<file path="src/rtl/tmr_pkg.sv">
package tmr_pkg;
  typedef enum logic [2:0] {
    M_ONESHOT_SW = 3'd0,
    M_ONESHOT_HW = 3'd1,
    M_RATE       = 3'd2,
    M_SQUARE     = 3'd3,
    M_STROBE_SW  = 3'd4,
    M_STROBE_HW  = 3'd5
  } tmr_mode_e;

  typedef enum logic [1:0] {
    A_LATCH = 2'd0,
    A_LO    = 2'd1,
    A_HI    = 2'd2,
    A_BOTH  = 2'd3
  } tmr_acc_e;

  localparam int MODE_LSB = 0;
  localparam int ACC_LSB  = 3;

  function automatic tmr_mode_e decode_mode(input logic [2:0] f);
    case (f)
      3'd6:    return M_RATE;
      3'd7:    return M_SQUARE;
      default: return tmr_mode_e'(f);
    endcase
  endfunction

  function automatic logic is_periodic(input tmr_mode_e m);
    return (m == M_RATE) || (m == M_SQUARE);
  endfunction

  function automatic logic gate_started(input tmr_mode_e m);
    return (m == M_ONESHOT_HW) || (m == M_STROBE_HW);
  endfunction

  function automatic logic gate_restarts(input tmr_mode_e m);
    return gate_started(m) || is_periodic(m);
  endfunction
endpackage

</file>
<file path="src/rtl/tmr_ctrl.sv">
module tmr_ctrl
  import tmr_pkg::*;
#(
  parameter int W = 16
) (
  input  logic           clk,
  input  logic           rst_n,
  input  logic           we,
  input  logic           re,
  input  logic           sel,
  input  logic [W/2-1:0] wdata,
  input  logic [W-1:0]   live_val,
  output tmr_mode_e      mode,
  output tmr_acc_e       acc,
  output logic           ctrl_wr,
  output logic           load,
  output logic [W:0]     load_val,
  output logic [W/2-1:0] rdata
);
  localparam int BW = W / 2;

  logic          wr_tog, rd_tog, latched;
  logic [BW-1:0] lo_buf;
  logic [W-1:0]  lat_val, raw, src;
  tmr_acc_e      acc_f;
  logic          ctl_we, cnt_we, latch_cmd;
  logic          unused_bits;

  assign acc_f       = tmr_acc_e'(wdata[ACC_LSB+1:ACC_LSB]);
  assign ctl_we      = we && sel;
  assign cnt_we      = we && !sel;
  assign latch_cmd   = ctl_we && (acc_f == A_LATCH);
  assign ctrl_wr     = ctl_we && (acc_f != A_LATCH);
  assign unused_bits = ^wdata[BW-1:ACC_LSB+2];

  always_comb begin
    raw  = '0;
    load = 1'b0;
    case (acc)
      A_LO:   begin raw = {{BW{1'b0}}, wdata}; load = cnt_we; end
      A_HI:   begin raw = {wdata, {BW{1'b0}}}; load = cnt_we; end
      A_BOTH: begin raw = {wdata, lo_buf};     load = cnt_we && wr_tog; end
      default: begin raw = '0; load = 1'b0; end
    endcase
    load_val = (raw == '0) ? {1'b1, {W{1'b0}}} : {1'b0, raw};
  end

  always_ff @(posedge clk) begin
    if (!rst_n) begin
      mode    <= M_ONESHOT_SW;
      acc     <= A_BOTH;
      wr_tog  <= 1'b0;
      rd_tog  <= 1'b0;
      latched <= 1'b0;
      lo_buf  <= '0;
      lat_val <= '0;
    end else if (ctrl_wr) begin
      mode    <= decode_mode(wdata[MODE_LSB+2:MODE_LSB]);
      acc     <= acc_f;
      wr_tog  <= 1'b0;
      rd_tog  <= 1'b0;
      latched <= 1'b0;
    end else begin
      if (latch_cmd && !latched) begin
        latched <= 1'b1;
        lat_val <= live_val;
      end
      if (cnt_we && acc == A_BOTH) begin
        if (!wr_tog) lo_buf <= wdata;
        wr_tog <= !wr_tog;
      end
      if (re && !sel) begin
        if (acc == A_BOTH) rd_tog <= !rd_tog;
        if (acc != A_BOTH || rd_tog) latched <= 1'b0;
      end
    end
  end

  assign src   = latched ? lat_val : live_val;
  assign rdata = (acc == A_HI || (acc == A_BOTH && rd_tog)) ? src[W-1:BW] : src[BW-1:0];


  latch_hold_chk: assert property (@(posedge clk) disable iff (!rst_n)
    (latched && latch_cmd) |=> (lat_val == $past(lat_val)));


  wr_toggle_chk: assert property (@(posedge clk) disable iff (!rst_n)
    (cnt_we && acc == A_BOTH) |=> (wr_tog != $past(wr_tog)));
endmodule

</file>
<file path="src/rtl/tmr_count.sv">
module tmr_count
  import tmr_pkg::*;
#(
  parameter int W = 16
) (
  input  logic         clk,
  input  logic         rst_n,
  input  logic         tick,
  input  logic         gate,
  input  tmr_mode_e    mode,
  input  logic         ctrl_wr,
  input  logic         load,
  input  logic [W:0]   load_val,
  output logic [W:0]   el,
  output logic [W:0]   n,
  output logic         run,
  output logic         reached,
  output logic         past,
  output logic [W-1:0] live_val
);
  localparam int NW = W + 1;

  logic          gate_q, loaded, trig, periodic;
  logic [NW-1:0] el_inc;
  logic [NW:0]   dbl, dbl_mod;
  logic [NW:0]   sq_full;
  logic [NW-1:0] lin_full;
  logic          unused_hi;

  assign periodic = is_periodic(mode);
  assign trig     = gate && !gate_q && loaded && gate_restarts(mode);
  assign el_inc   = el + 1'b1;

  always_ff @(posedge clk) begin
    if (!rst_n) begin
      gate_q  <= 1'b0;
      loaded  <= 1'b0;
      run     <= 1'b0;
      reached <= 1'b0;
      past    <= 1'b0;
      el      <= '0;
      n       <= {1'b1, {W{1'b0}}};
    end else begin
      gate_q <= gate;
      if (ctrl_wr) begin
        loaded  <= 1'b0;
        run     <= 1'b0;
        reached <= 1'b0;
        past    <= 1'b0;
        el      <= '0;
      end else if (load) begin
        n       <= load_val;
        loaded  <= 1'b1;
        run     <= !gate_started(mode);
        reached <= 1'b0;
        past    <= 1'b0;
        el      <= '0;
      end else if (trig) begin
        run     <= 1'b1;
        reached <= 1'b0;
        past    <= 1'b0;
        el      <= '0;
      end else if (tick && run) begin
        if (periodic) begin
          el <= (el == n - 1'b1) ? '0 : el_inc;
        end else begin
          el <= el_inc;
          if (el_inc == n) reached <= 1'b1;
          if (reached) past <= 1'b1;
        end
      end
    end
  end

  // readback: square wave steps by two, others count down
  always_comb begin
    dbl     = {el, 1'b0};
    dbl_mod = (dbl >= {1'b0, n}) ? dbl - {1'b0, n} : dbl;
    sq_full = {1'b0, n} - dbl_mod;
    lin_full = n - el;
    if (mode == M_SQUARE) live_val = {sq_full[W-1:1], 1'b0};
    else                  live_val = lin_full[W-1:0];
  end
  assign unused_hi = ^{sq_full[NW:W], sq_full[0], lin_full[W]};


  load_clear_chk: assert property (@(posedge clk) disable iff (!rst_n)
    load |=> (el == '0));


  n_nonzero_chk: assert property (@(posedge clk) disable iff (!rst_n)
    n != '0);


  period_bound_chk: assert property (@(posedge clk) disable iff (!rst_n)
    (run && periodic) |-> (el < n));


  past_order_chk: assert property (@(posedge clk) disable iff (!rst_n)
    past |-> reached);


  reached_sticky_chk: assert property (@(posedge clk) disable iff (!rst_n)
    (reached && !ctrl_wr && !load && !trig) |=> reached);
endmodule

</file>
<file path="src/rtl/tmr_outgen.sv">
module tmr_outgen
  import tmr_pkg::*;
#(
  parameter int W = 16
) (
  input  tmr_mode_e  mode,
  input  logic       gate,
  input  logic       run,
  input  logic       reached,
  input  logic       past,
  input  logic [W:0] el,
  input  logic [W:0] n,
  output logic       out
);
  logic [W:0] half;

  assign half = (n + 1'b1) >> 1;

  always_comb begin
    case (mode)
      M_ONESHOT_SW: out = reached;
      M_ONESHOT_HW: out = !run || reached;
      M_RATE:       out = !gate || !run || (el != n - 1'b1);
      M_SQUARE:     out = !gate || !run || (el < half);
      default:      out = !(reached && !past);
    endcase
  end
endmodule

</file>
<file path="src/rtl/tmr_channel.sv">
module tmr_channel
  import tmr_pkg::*;
#(
  parameter int W = 16
) (
  input  logic           clk,
  input  logic           rst_n,
  input  logic           tick,
  input  logic           gate,
  input  logic           bus_we,
  input  logic           bus_re,
  input  logic           bus_sel,
  input  logic [W/2-1:0] bus_wdata,
  output logic [W/2-1:0] bus_rdata,
  output logic           tmr_out
);
  tmr_mode_e    mode;
  tmr_acc_e     acc;
  logic         ctrl_wr, load, run, reached, past;
  logic [W:0]   load_val, el, n;
  logic [W-1:0] live_val;

  tmr_ctrl #(.W(W)) u_ctrl (
    .clk(clk), .rst_n(rst_n), .we(bus_we), .re(bus_re), .sel(bus_sel),
    .wdata(bus_wdata), .live_val(live_val), .mode(mode), .acc(acc),
    .ctrl_wr(ctrl_wr), .load(load), .load_val(load_val), .rdata(bus_rdata)
  );

  tmr_count #(.W(W)) u_count (
    .clk(clk), .rst_n(rst_n), .tick(tick), .gate(gate), .mode(mode),
    .ctrl_wr(ctrl_wr), .load(load), .load_val(load_val), .el(el), .n(n),
    .run(run), .reached(reached), .past(past), .live_val(live_val)
  );

  tmr_outgen #(.W(W)) u_out (
    .mode(mode), .gate(gate), .run(run), .reached(reached), .past(past),
    .el(el), .n(n), .out(tmr_out)
  );


  ctrl_idle_chk: assert property (@(posedge clk) disable iff (!rst_n)
    ctrl_wr |=> !run);
endmodule

</file>
<file path="config.mk">
export PLATFORM = sky130hd
export DESIGN_NAME = tmr_channel
export DESIGN_NICKNAME = d
export VERILOG_FILES = /design/src/rtl/tmr_pkg.sv /design/src/rtl/tmr_ctrl.sv /design/src/rtl/tmr_count.sv /design/src/rtl/tmr_outgen.sv /design/src/rtl/tmr_channel.sv
export SDC_FILE = /design/constraint.sdc
export NUM_CORES = 1
export LEC_CHECK = 0
export BUFFER_PORTS_ARGS = -buffer_cell sky130_fd_sc_hd__buf_2
export CAP_MARGIN = 20
export CORE_MARGIN = 3
export CORE_UTILIZATION = 64
export DETAILED_ROUTE_END_ITERATION = 7
export HOLD_SLACK_MARGIN = 0.08
export PLACE_DENSITY = 0.82
export SLEW_MARGIN = 20
export SYNTH_ARGS = -nofsm -noshare
export SYNTH_HDL_FRONTEND = slang
export SYNTH_SLANG_ARGS = --single-unit
</file>
<file path="constraint.sdc">
create_clock -name clk -period 7.6 [get_ports clk]
set_input_delay 1.52 -clock clk [delete_from_list [all_inputs] [get_ports clk]]
set_output_delay 1.52 -clock clk [all_outputs]
set_load 0.02 [all_outputs]
</file>
==> impl_metrics.csv, run 1 <==
group,metric,value,unit
detailed_routing,vias,6972,
final_layout,drive_above_1_share,9.80,%
clock_tree,postCtsSetupBuffers,0,
clock_tree,insertion_delay,0.36,ns
sta,minimum_clock_period,7.17,ns
critical_path,end_kind,"output pin",
sta,layout_setup_ws,0.432,ns
floorplan,height_of_the_chip,113,um
sta,finalClockSkew,0.0166,ns
synthesis,synth.area.mux_share,4.72,%
critical_path,data_required_time_at_the_worst_endpoint,6.08,ns
synthesis,avgSynthCellArea,7.64,um2
pwr,power.share.switching,32.5,%
synthesis,synth_seq_cells,71,
detailed_routing,detail_route.wl_per_cell,19.2,um
synthesis,syn_area,7340,um2
synthesis,synthXorXnorAreaFrac,12.3,%
pwr,power_per_cell_area,143,nW/um2
critical_path,timing.critical_path.fanout_max,19,
floorplan,rows,38,
sta,slew_viol_final,0,
outcome,outcome,"finished clean",
sta,setup_viol_count_final,0,
clock_tree,cts_sinks,71,
synthesis,yosysWarningCount,0,
placement,dp_hpwl,16.0,mm
clock_tree,cts_htree_levels,3,
clock_tree,clock_path_buffers,2,
placement,finalWeightedCongestion,1.04,
pwr,total_power,0.00113,W
floorplan,die_area,12800,um2
clock_tree,tritoncts,"done",
detailed_routing,detail_route.vias_per_cell,6.29,
synthesis,synth-simple-area-share,24.7,%
synthesis,synth-edff-count,0,
clock_tree,clock_pin_transition_on_the_worst_setup_and_hold_timing_paths,0.07,ns
sta,worst-slew-pin-transition,0.800,ns
hold_path,worst_hold_startpoint,"u_ctrl.lo_buf[7]",
synthesis,synth.distinct_cells,72,
final_layout,layout-area-overhead-vs-synth,7.19,%
critical_path,crit_path_arrival_time,5.65,ns
pwr,sequentialPowerShare,34.7,%
pwr,comb_power_share,24.6,%
sta,period_share,94.3,%
critical_path,timing.critical_path.slowest_stage_cell,"sky130_fd_sc_hd__dfxtp_1",
detailed_routing,ant_nets,0,
floorplan,core-area,11000,um2
floorplan,die-width,113,um
detailed_routing,detailedRoute.firstIterationViolations,755,
sta,achievable-frequency,0.140,GHz
global_routing,grt_pass1_wl,34.2,mm
global_routing,grt_antenna_before_repair,0,
global_routing,first_global_vias,6457,
synthesis,yosys.area_share.adder,12.6,%
critical_path,reg2reg_from,"u_count.n[4]",
critical_path,criticalPathCategory,"register to output pin",
placement,count_of_input_and_output_buffers,23,
critical_path,type_of_element_launching_the_critical_path,"register",
critical_path,timing.critical_path.slowest_cell_delay,0.59,ns
sta,rsz0062_at_grt,"false",
synthesis,synth_cells,961,
critical_path,cp-startpoint,"u_count.n[4]",
pwr,irDropWorstVdd,0.161,mV
clock_tree,cts_inserted_buffers,9,
hold_path,min_path_type,"register to register",
floorplan,pin_count,24,
clock_tree,postCtsHoldBufs,0,
clock_tree,clk_root_buffer_cell,"sky130_fd_sc_hd__clkbuf_16",
synthesis,synth_compound_area_share,21.4,%
pwr,power_report.internal_total,0.000760,W
detailed_routing,drc,0,
sta,slew-limit-headroom,46.5,%
pwr,clkPwrFrac,40.7,%
pwr,leakage_power,3.14,nW
clock_tree,post_cts_resize_count,0,
placement,dp_worst_setup_slack,0.871,ns
sta,final_hold_violation_count,0,
run,drv_cap,0,
synthesis,synth.yosys.seq_area_share,19.4,%
final_layout,layout.core_utilization,71.3,%
sta,tns,0,ns
global_routing,grt_remaining_overflow,0,
synthesis,synth_top_family_by_area,"simple AND/OR/NAND/NOR gates",
final_layout,num-nets-final,1051,
synthesis,synthArstFlopShare,0,%
critical_path,critical_path.cell_chain,"inv_1 > ha_1 > a211o_1 > a31oi_1 > o2bb2ai_1 > o31ai_1 > a31oi_2 > buf_4 > nand2_1 > o21ai_0 > ha_1 > nand3_1 > a21oi_1 > o211ai_1 > a21boi_1 > o21ai_0 > a21boi_0 > nor3_1 > a21o_1 > mux4_2 > buf_2",
detailed_routing,routed_wl,21.3,mm
final_layout,antenna_diode_count,0,
detailed_routing,detail_route.first_pass.iterations,5,
synthesis,synth_flop_cell,"sky130_fd_sc_hd__dfxtp_1",
global_routing,grt_start_max_net_pins,49,
global_routing,globalRouteTotalUtil,33.6,%
floorplan,floorplan.initialDensity,66.5,%
synthesis,synth_fp_nets,1048,
pwr,total_switching_power,0.000366,W
==> synth_stat cells, types with 15 or more instances <==
cell                       number  area share, %
sky130_fd_sc_hd__clkbuf_1      41            2.1
sky130_fd_sc_hd__o21ai_0       38            2.6
sky130_fd_sc_hd__a21boi_0      25            2.6
sky130_fd_sc_hd__nor2_1        78            4.0
sky130_fd_sc_hd__xor2_1        34            4.1
sky130_fd_sc_hd__nor3_1        28            1.9
sky130_fd_sc_hd__xnor2_1       69            8.2
sky130_fd_sc_hd__a21oi_1       64            4.4
sky130_fd_sc_hd__o21a_1        15            1.5
sky130_fd_sc_hd__nand2_1       97            5.0
sky130_fd_sc_hd__dfxtp_1       71             19
sky130_fd_sc_hd__ha_1          69             12
sky130_fd_sc_hd__nor2b_1       25            2.1
sky130_fd_sc_hd__nand2b_1      19            1.6
sky130_fd_sc_hd__inv_1         38            1.9
sky130_fd_sc_hd__nand3_1       42            2.9
sky130_fd_sc_hd__mux2i_1       20            2.7
==> kinds of logic (layout without fill, tap and decap cells) <==
logic type               Yosys count  after routing
multiplexers                      27             27
XOR/XNOR                         103            103
adder cells (fa/ha/maj)           72             72
other                              1              1
flip-flops                        71             71
buffers and inverters             87             95
AO/OA/AOI/OAI                    236            236
AND/OR/NAND/NOR                  364            364
==> sequential cells by signal (all words and copies together), names as in the netlist <==
signal	flops
u_ctrl.lat_val	16
u_count.run	1
u_count.el	17
u_ctrl.rd_tog	1
u_count.gate_q	1
u_ctrl.acc	2
u_ctrl.latched	1
u_ctrl.mode	3
u_count.n	17
u_ctrl.lo_buf	8
u_count.loaded	1
u_ctrl.wr_tog	1
u_count.reached	1
u_count.past	1
==> power groups by stage <==
stage | clock, W | sequential (W) | combinational [W]
global route | 0.000473 | 0.000391 | 0.000303
detailed placement | 0 | 0.000398 | 0.000269
CTS | 0.000461 | 0.000390 | 0.000271
finish | 0.000458 | 0.000391 | 0.000277
floorplan | 0 | 0.000395 | 0.000214
global placement | 0 | 0.000398 | 0.000266
==> through the flow <==
stage,instances,hold WS [ns],instance area [um2]
after floorplan,961,0.432,7340
after global placement,1093,0.450,7560
after detailed placement,1093,0.458,7560
after CTS,1109,0.468,7870
after global routing,1109,0.489,7870
final,1109,0.468,7870
==> layout by cell type, fill, tap and decap left out, drive strengths merged, types with 7 or more instances in the layout <==
cell type	instances
dfxtp	71
nor2	87
a21oi	64
and3	13
o21ai	38
nand2b	19
nand3	42
nor3	28
a21o	15
ha	69
o21a	15
a21boi	25
o31ai	7
o211ai	7
mux2i	20
nor4	10
xnor2	69
nand4	11
inv	43
buf	40
nor2b	25
xor2	34
a22oi	8
clkbuf	9
and2	7
nand2	99
a31oi	12
==> metal layers <==
layer / vias to the layer above / GRT usage [%] / share of wire (%)
met4: 0 / 17.4 / 5.0
met1: 3180 / 46.3 / 45
met3: 68 / 6.36 / 8.2
met5: - / 0 / 0
met2: 305 / 50.2 / 42
li1: 3419 / - / -
==> path summary, 6_finish.rpt <==
kind / end / slack (ns) / cells after the start
worst min-delay path: u_ctrl.lo_buf[7] / 0.47 / 2
worst min register to register: u_ctrl.lo_buf[7] / 0.47 / 2
worst max register to register: u_ctrl.lat_val[15] / 2.57 / 19
worst max-delay path: bus_rdata[3] / 0.43 / 21
==> critical path: cells and delay by family, from the launching register on <==
kind,cells,cell delay (ns)
DFF,1,0.59
muxes,1,0.45
adders and majority gates,2,0.78
buffers and inverters,3,0.60
AOI/OAI and AO/OA,12,2.61
and+or+nand+nor,3,0.25
==> area by class of cell <==
cell class	count	area, um2
multi-input cells	803	5570
fillers	896	3160
flip-flops and latches	71	1420
repair buffers	40	243
clock buffers	9	225
well taps	140	175
inverters	39	146
clock inverters	7	83.8
Note: power is estimated with default switching activity, not from simulation.
==> run 2, diff against run 1 <==
CORE_MARGIN = 2   (was 3)
CORE_UTILIZATION = 66   (was 64)
CTS_BUF_LIST = sky130_fd_sc_hd__clkbuf_8   (was default)
PLACE_DENSITY = 0.84   (was 0.82)
==> run 2 against run 1 <==
Flip-flop and latch count did not move. Critical path depth did not move. Setup slack got worse by 0.015 ns. Total power fell by 9.6%. Largest power group is now sequential cells.
==> impl_metrics.csv, run 2 (synthesized netlist as in run 1, its figures left out) <==
group,metric,value,unit
critical_path,end_kind,"output pin",
floorplan,die_area,12000,um2
sta,layout_setup_ws,0.418,ns
final_layout,final-instance-count-excl-fill,1103,
sta,finalClockSkew,0.0162,ns
detailed_routing,detailedRoute.firstIterationViolations,651,
clock_tree,postCtsSetupBuffers,0,
pwr,leakage_power,3.07,nW
final_layout,drive_above_1_share,9.35,%
final_layout,layout-area-overhead-vs-synth,5.42,%
detailed_routing,detail_route.first_pass.iterations,5,
global_routing,grtUsageMet3,6.58,%
critical_path,crit_path_arrival_time,5.66,ns
detailed_routing,detail_route.wl_per_cell,18.5,um
global_routing,grt_remaining_overflow,0,
placement,dp_worst_setup_slack,0.881,ns
sta,tns,0,ns
clock_tree,post_cts_resize_count,0,
sta,setup_viol_count_final,0,
clock_tree,clk_root_buffer_cell,"sky130_fd_sc_hd__clkbuf_8",
placement,dp_hpwl,15.5,mm
detailed_routing,routed_wl,20.4,mm
pwr,power_per_cell_area,132,nW/um2
placement,count_of_input_and_output_buffers,23,
sta,worst-slew-pin-transition,0.852,ns
final_layout,reg_top3,"u_count.el: 17 flops, u_count.n: 17 flops, u_ctrl.lat_val: 16 flops",
critical_path,criticalPathCategory,"register to output pin",
detailed_routing,vias,7050,
final_layout,fillCellCount,913,
global_routing,grt-busiest-layer,"met2",
sta,rsz0062_at_grt,"false",
detailed_routing,ant_nets,0,
clock_tree,tritoncts,"done",
placement,finalWeightedCongestion,0.977,
sta,slew_viol_final,0,
outcome,outcome,"finished clean",
global_routing,first_global_vias,6559,
clock_tree,postCtsHoldBufs,0,
clock_tree,cts_sinks,71,
pwr,total_power,0.00102,W
global_routing,grt_start_max_net_pins,49,
critical_path,data_required_time_at_the_worst_endpoint,6.08,ns
sta,minimum_clock_period,7.18,ns
clock_tree,clock_path_buffers,2,
floorplan,pin_count,24,
critical_path,type_of_element_launching_the_critical_path,"register",
floorplan,height_of_the_chip,109,um
placement,placedCellCount,1087,
sta,period_share,94.5,%
floorplan,rows,38,
floorplan,core-area,10800,um2
clock_tree,insertion_delay,0.37,ns
pwr,irDropWorstVdd,0.131,mV
hold_path,min_path_type,"register to register",
sta,final_hold_violation_count,0,
global_routing,groute.layer.met2.usage,56.2,%
clock_tree,cts_inserted_buffers,9,
final_layout,num-nets-final,1045,
sta,achievable-frequency,0.139,GHz
floorplan,die-width,109,um
floorplan,floorplan.initialDensity,67.7,%
final_layout,antenna_diode_count,0,
clock_tree,cts_htree_levels,3,
final_layout,layout.cells.most_common_list,"97 x sky130_fd_sc_hd__nand2_1, 78 x sky130_fd_sc_hd__nor2_1, 69 x sky130_fd_sc_hd__xnor2_1, 69 x sky130_fd_sc_hd__ha_1, 69 x sky130_fd_sc_hd__dfxtp_1",
detailed_routing,detail_route.vias_per_cell,6.39,
run,drv_cap,0,
global_routing,globalRouteTotalUtil,35.5,%
global_routing,grt_pass1_wl,33.0,mm
sta,slew-limit-headroom,43.1,%
final_layout,most_common_cell_after_layout_fill_and_taps_aside,"sky130_fd_sc_hd__nand2_1",
global_routing,grt_antenna_before_repair,0,
clock_tree,clock_pin_transition_on_the_worst_setup_and_hold_timing_paths,0.08,ns
detailed_routing,drc,0,
critical_path,timing.critical_path.fanout_max,17,
global_routing,met1_use_gr,47.4,%
## run 2: changes by cell type in the layout (fill, tap and decap cells not counted)
cell and change:
sky130_fd_sc_hd__inv_8 -1, sky130_fd_sc_hd__clkinv_4 +1, sky130_fd_sc_hd__bufinv_16 +1, sky130_fd_sc_hd__dfxtp_1 -2, sky130_fd_sc_hd__clkbuf_8 +9, sky130_fd_sc_hd__clkbuf_16 -9, sky130_fd_sc_hd__buf_4 -6, sky130_fd_sc_hd__dfxtp_2 +2
sky130_fd_sc_hd__inv_6 -2, sky130_fd_sc_hd__inv_1 +1
## run 2: layout make-up
cell class	instances	area [um2]	share of cell area, %
clock buffers	9	124	1.60
flip-flops and latches	71	1420	18.4
multi-input cells	803	5570	72.0
inverters	39	146	1.89
well taps	140	175	2.26
clock inverters	7	97.6	1.26
repair buffers	34	198	2.55
## run 2: critical path: stages, from the launching register on
cell,delay [ns]
sky130_fd_sc_hd__dfxtp_2,0.48
sky130_fd_sc_hd__inv_1,0.14
sky130_fd_sc_hd__ha_1,0.39
sky130_fd_sc_hd__a211o_1,0.36
sky130_fd_sc_hd__a31oi_1,0.22
sky130_fd_sc_hd__o2bb2ai_1,0.13
sky130_fd_sc_hd__o31ai_1,0.36
sky130_fd_sc_hd__a31oi_2,0.33
sky130_fd_sc_hd__buf_4,0.30
sky130_fd_sc_hd__nor2_1,0.10
sky130_fd_sc_hd__a21oi_1,0.05
sky130_fd_sc_hd__ha_1,0.32
sky130_fd_sc_hd__o21a_1,0.22
sky130_fd_sc_hd__o21ai_0,0.17
sky130_fd_sc_hd__a21oi_1,0.13
sky130_fd_sc_hd__nor3b_1,0.15
sky130_fd_sc_hd__a2111oi_0,0.40
sky130_fd_sc_hd__o211ai_1,0.25
sky130_fd_sc_hd__xnor2_1,0.18
sky130_fd_sc_hd__mux2i_1,0.09
sky130_fd_sc_hd__a211o_1,0.33
sky130_fd_sc_hd__buf_2,0.16
## run 2: path summary, 6_finish.rpt
kind	from	end	slack, ns	cells after the start
min reg2reg	u_ctrl.lo_buf[6]	u_ctrl.lo_buf[6]	0.47	2
min	u_ctrl.lo_buf[6]	u_ctrl.lo_buf[6]	0.47	2
max	u_count.n[4]	bus_rdata[7]	0.42	21
max reg2reg	u_count.n[4]	u_ctrl.lat_val[15]	2.56	19
## run 2: layer usage
metal  part of all wire (%)  vias up
met3                    8.5       58
met5                      0        -
li1                       -     3405
met1                     43     3252
met4                    3.4        0
met2                     45      335
## run 2: report_power, final
| group | internal [W] | switching (W) | leakage [nW] |
|---|---|---|---|
| logic | 0.000117 | 0.000161 | 2.38 |
| registers | 0.000381 | 0.0000104 | 0.576 |
| clock network | 0.000186 | 0.000162 | 0.111 |
## run 2: per-stage QoR
| step | hold WS (ns) | instance area (um2) | utilization (%) |
|---|---|---|---|
| 2_1_floorplan | 0.432 | 7340 | - |
| 3_3_place_gp | 0.456 | 7510 | 69.3 |
| 3_5_place_dp | 0.466 | 7510 | 69.3 |
| 4_1_cts | 0.477 | 7730 | 71.3 |
| 5_1_grt | 0.507 | 7740 | 71.4 |
| 6_report | 0.474 | 7740 | 71.4 |
==> run 3, diff against run 2 <==
clock period = 7.7 ns   (was 7.6 ns; I/O delays follow)
==> run 3 against run 2 <==
Combinational power down 3%. Clock skew fell by 0.0042 ns. Via count is essentially flat. Worst hold slack hardly changed. Critical endpoint is now bus_rdata[3]. Largest power group unchanged. Highest routed layer unchanged.
==> impl_metrics.csv, run 3 (synthesized netlist as in run 1, its figures left out) <==
group,metric,value,unit
floorplan,rows,38,
sta,minimum_clock_period,7.13,ns
final_layout,reg_top3,"u_count.el: 17 flops, u_count.n: 17 flops, u_ctrl.lat_val: 16 flops",
pwr,power_per_cell_area,133,nW/um2
final_layout,layout.cells.most_common_list,"97 x sky130_fd_sc_hd__nand2_1, 78 x sky130_fd_sc_hd__nor2_1, 69 x sky130_fd_sc_hd__xnor2_1, 69 x sky130_fd_sc_hd__ha_1, 69 x sky130_fd_sc_hd__dfxtp_1",
global_routing,first_global_vias,6817,
sta,final_hold_violation_count,0,
pwr,irDropWorstVdd,0.129,mV
run,drv_cap,0,
hold_path,timing.hold.worst_path_depth,2,
detailed_routing,drc,0,
critical_path,timing.critical_path.slowest_cell_delay,0.49,ns
clock_tree,post_cts_resize_count,0,
floorplan,die-width,109,um
critical_path,timing.critical_path.slowest_stage_cell,"sky130_fd_sc_hd__dfxtp_1",
clock_tree,insertion_delay,0.37,ns
global_routing,grt_remaining_overflow,0,
detailed_routing,detail_route.wl_per_cell,18.4,um
critical_path,cp-startpoint,"u_count.n[0]",
final_layout,drive_above_1_share,8.95,%
critical_path,critical_path.reg2reg.endpoint,"u_ctrl.lat_val[15]",
critical_path,timing.critical_path.fanout_max,12,
global_routing,grt_start_max_net_pins,49,
critical_path,reg2reg_from,"u_count.n[0]",
detailed_routing,detailedRoute.firstIterationViolations,571,
final_layout,antenna_diode_count,0,
placement,count_of_input_and_output_buffers,23,
critical_path,end_kind,"output pin",
sta,rsz0062_at_grt,"false",
sta,finalClockSkew,0.0120,ns
global_routing,grt_pass1_wl,33.2,mm
clock_tree,clk_root_buffer_cell,"sky130_fd_sc_hd__clkbuf_8",
floorplan,height_of_the_chip,109,um
detailed_routing,detail_route.vias_per_cell,6.41,
clock_tree,cts_sinks,71,
critical_path,worst_r2r_path_depth,18,
clock_tree,cts_htree_levels,3,
clock_tree,postCtsHoldBufs,0,
critical_path,crit_path_arrival_time,5.59,ns
sta,achievable-frequency,0.140,GHz
critical_path,cpLargestDelayFamily,"compound AO/OA/AOI/OAI gates",
sta,slew-limit-headroom,29.6,%
critical_path,data_required_time_at_the_worst_endpoint,6.16,ns
clock_tree,clock_pin_transition_on_the_worst_setup_and_hold_timing_paths,0.08,ns
clock_tree,clock_path_buffers,2,
hold_path,holdPathEnd,"u_ctrl.lo_buf[7]",
global_routing,globalRouteTotalUtil,35.5,%
critical_path,critical_path_buf_inv_count,2,
detailed_routing,detail_route.first_pass.iterations,7,
sta,period_share,92.6,%
floorplan,floorplan.initialDensity,67.7,%
clock_tree,postCtsSetupBuffers,0,
final_layout,num-nets-final,1043,
pwr,leakage_power,3.07,nW
hold_path,worst_hold_startpoint,"u_ctrl.lo_buf[7]",
detailed_routing,vias,7053,
detailed_routing,ant_nets,0,
critical_path,critical_path.cell_chain,"inv_1 > fa_1 > a21o_1 > a31oi_1 > o2bb2ai_1 > o31ai_1 > a31oi_4 > nand2_1 > o21ai_0 > ha_1 > o211ai_1 > a21oi_1 > o211ai_1 > a21boi_0 > o21ai_0 > a21boi_0 > nor3_1 > a21o_1 > mux4_2 > buf_2",
floorplan,core-area,10800,um2
floorplan,pin_count,24,
placement,finalWeightedCongestion,1.01,
clock_tree,cts_inserted_buffers,9,
outcome,outcome,"finished clean",
placement,dp_hpwl,15.4,mm
sta,worst-slew-pin-transition,1.06,ns
critical_path,rrSetupSlack,2.70,ns
detailed_routing,routed_wl,20.2,mm
critical_path,type_of_element_launching_the_critical_path,"register",
global_routing,grt_antenna_before_repair,0,
final_layout,layout-area-overhead-vs-synth,5.51,%
pwr,total_power,0.00103,W
sta,tns,0,ns
hold_path,min_path_type,"register to register",
sta,slew_viol_final,0,
critical_path,criticalPathCategory,"register to output pin",
final_layout,most_common_cell_after_layout_fill_and_taps_aside,"sky130_fd_sc_hd__nand2_1",
clock_tree,tritoncts,"done",
floorplan,die_area,12000,um2
sta,setup_viol_count_final,0,
## run 3: worst max-delay path by stage
stage	endpoint	slack, ns	depth (start not counted)
3_3_place_gp	bus_rdata[7]	1.10	21
5_1_grt	bus_rdata[7]	0.08	21
6_report	bus_rdata[3]	0.57	20
2_1_floorplan	bus_rdata[5]	1.55	21
4_1_cts	bus_rdata[3]	0.52	20
3_5_place_dp	bus_rdata[3]	0.95	20
## run 3: worst min-delay path, delay by kind of cell, from the launching register on
family	cells	cell delay [ns]
simple gates	1	0.05
compound gates	1	0.06
flops	1	0.32
## run 3: where the power goes
part	total [W]	internal, W	leakage, nW	switching (W)
Clock	0.000368	0.000213	0.122	0.000155
Combinational	0.000271	0.000115	2.37	0.000156
Sequential	0.000387	0.000376	0.576	0.0000113
## run 3: final cells by class
cell class,count,area (um2)
Clock buffer,9,124
Clock inverter,7,114
Fill cell,903,3100
Inverter,39,146
Multi-Input combinational cell,803,5580
Sequential cell,71,1420
Tap cell,140,175
Timing Repair Buffer,32,183
## run 3: routing by layer
| metal | vias to the layer above | share of wire, % | track usage [%] |
|---|---|---|---|
| met5 | - | 0 | 0 |
| met3 | 69 | 9.0 | 5.99 |
| met4 | 0 | 3.6 | 15.7 |
| met2 | 337 | 45 | 57.1 |
| met1 | 3246 | 42 | 46.6 |
| li1 | 3401 | - | - |
## run 3: through the flow
stage               setup slack (ns)  utilization [%]  instances  instance area, um2  hold WS, ns
floorplan                       1.55                -        961                7340        0.432
global placement                1.10             69.1       1085                7500        0.457
detailed placement             0.947             69.1       1085                7500        0.464
CTS                            0.525             71.3       1101                7730        0.475
global route                  0.0783             71.4       1101                7740        0.498
finish                         0.568             71.4       1101                7740        0.474
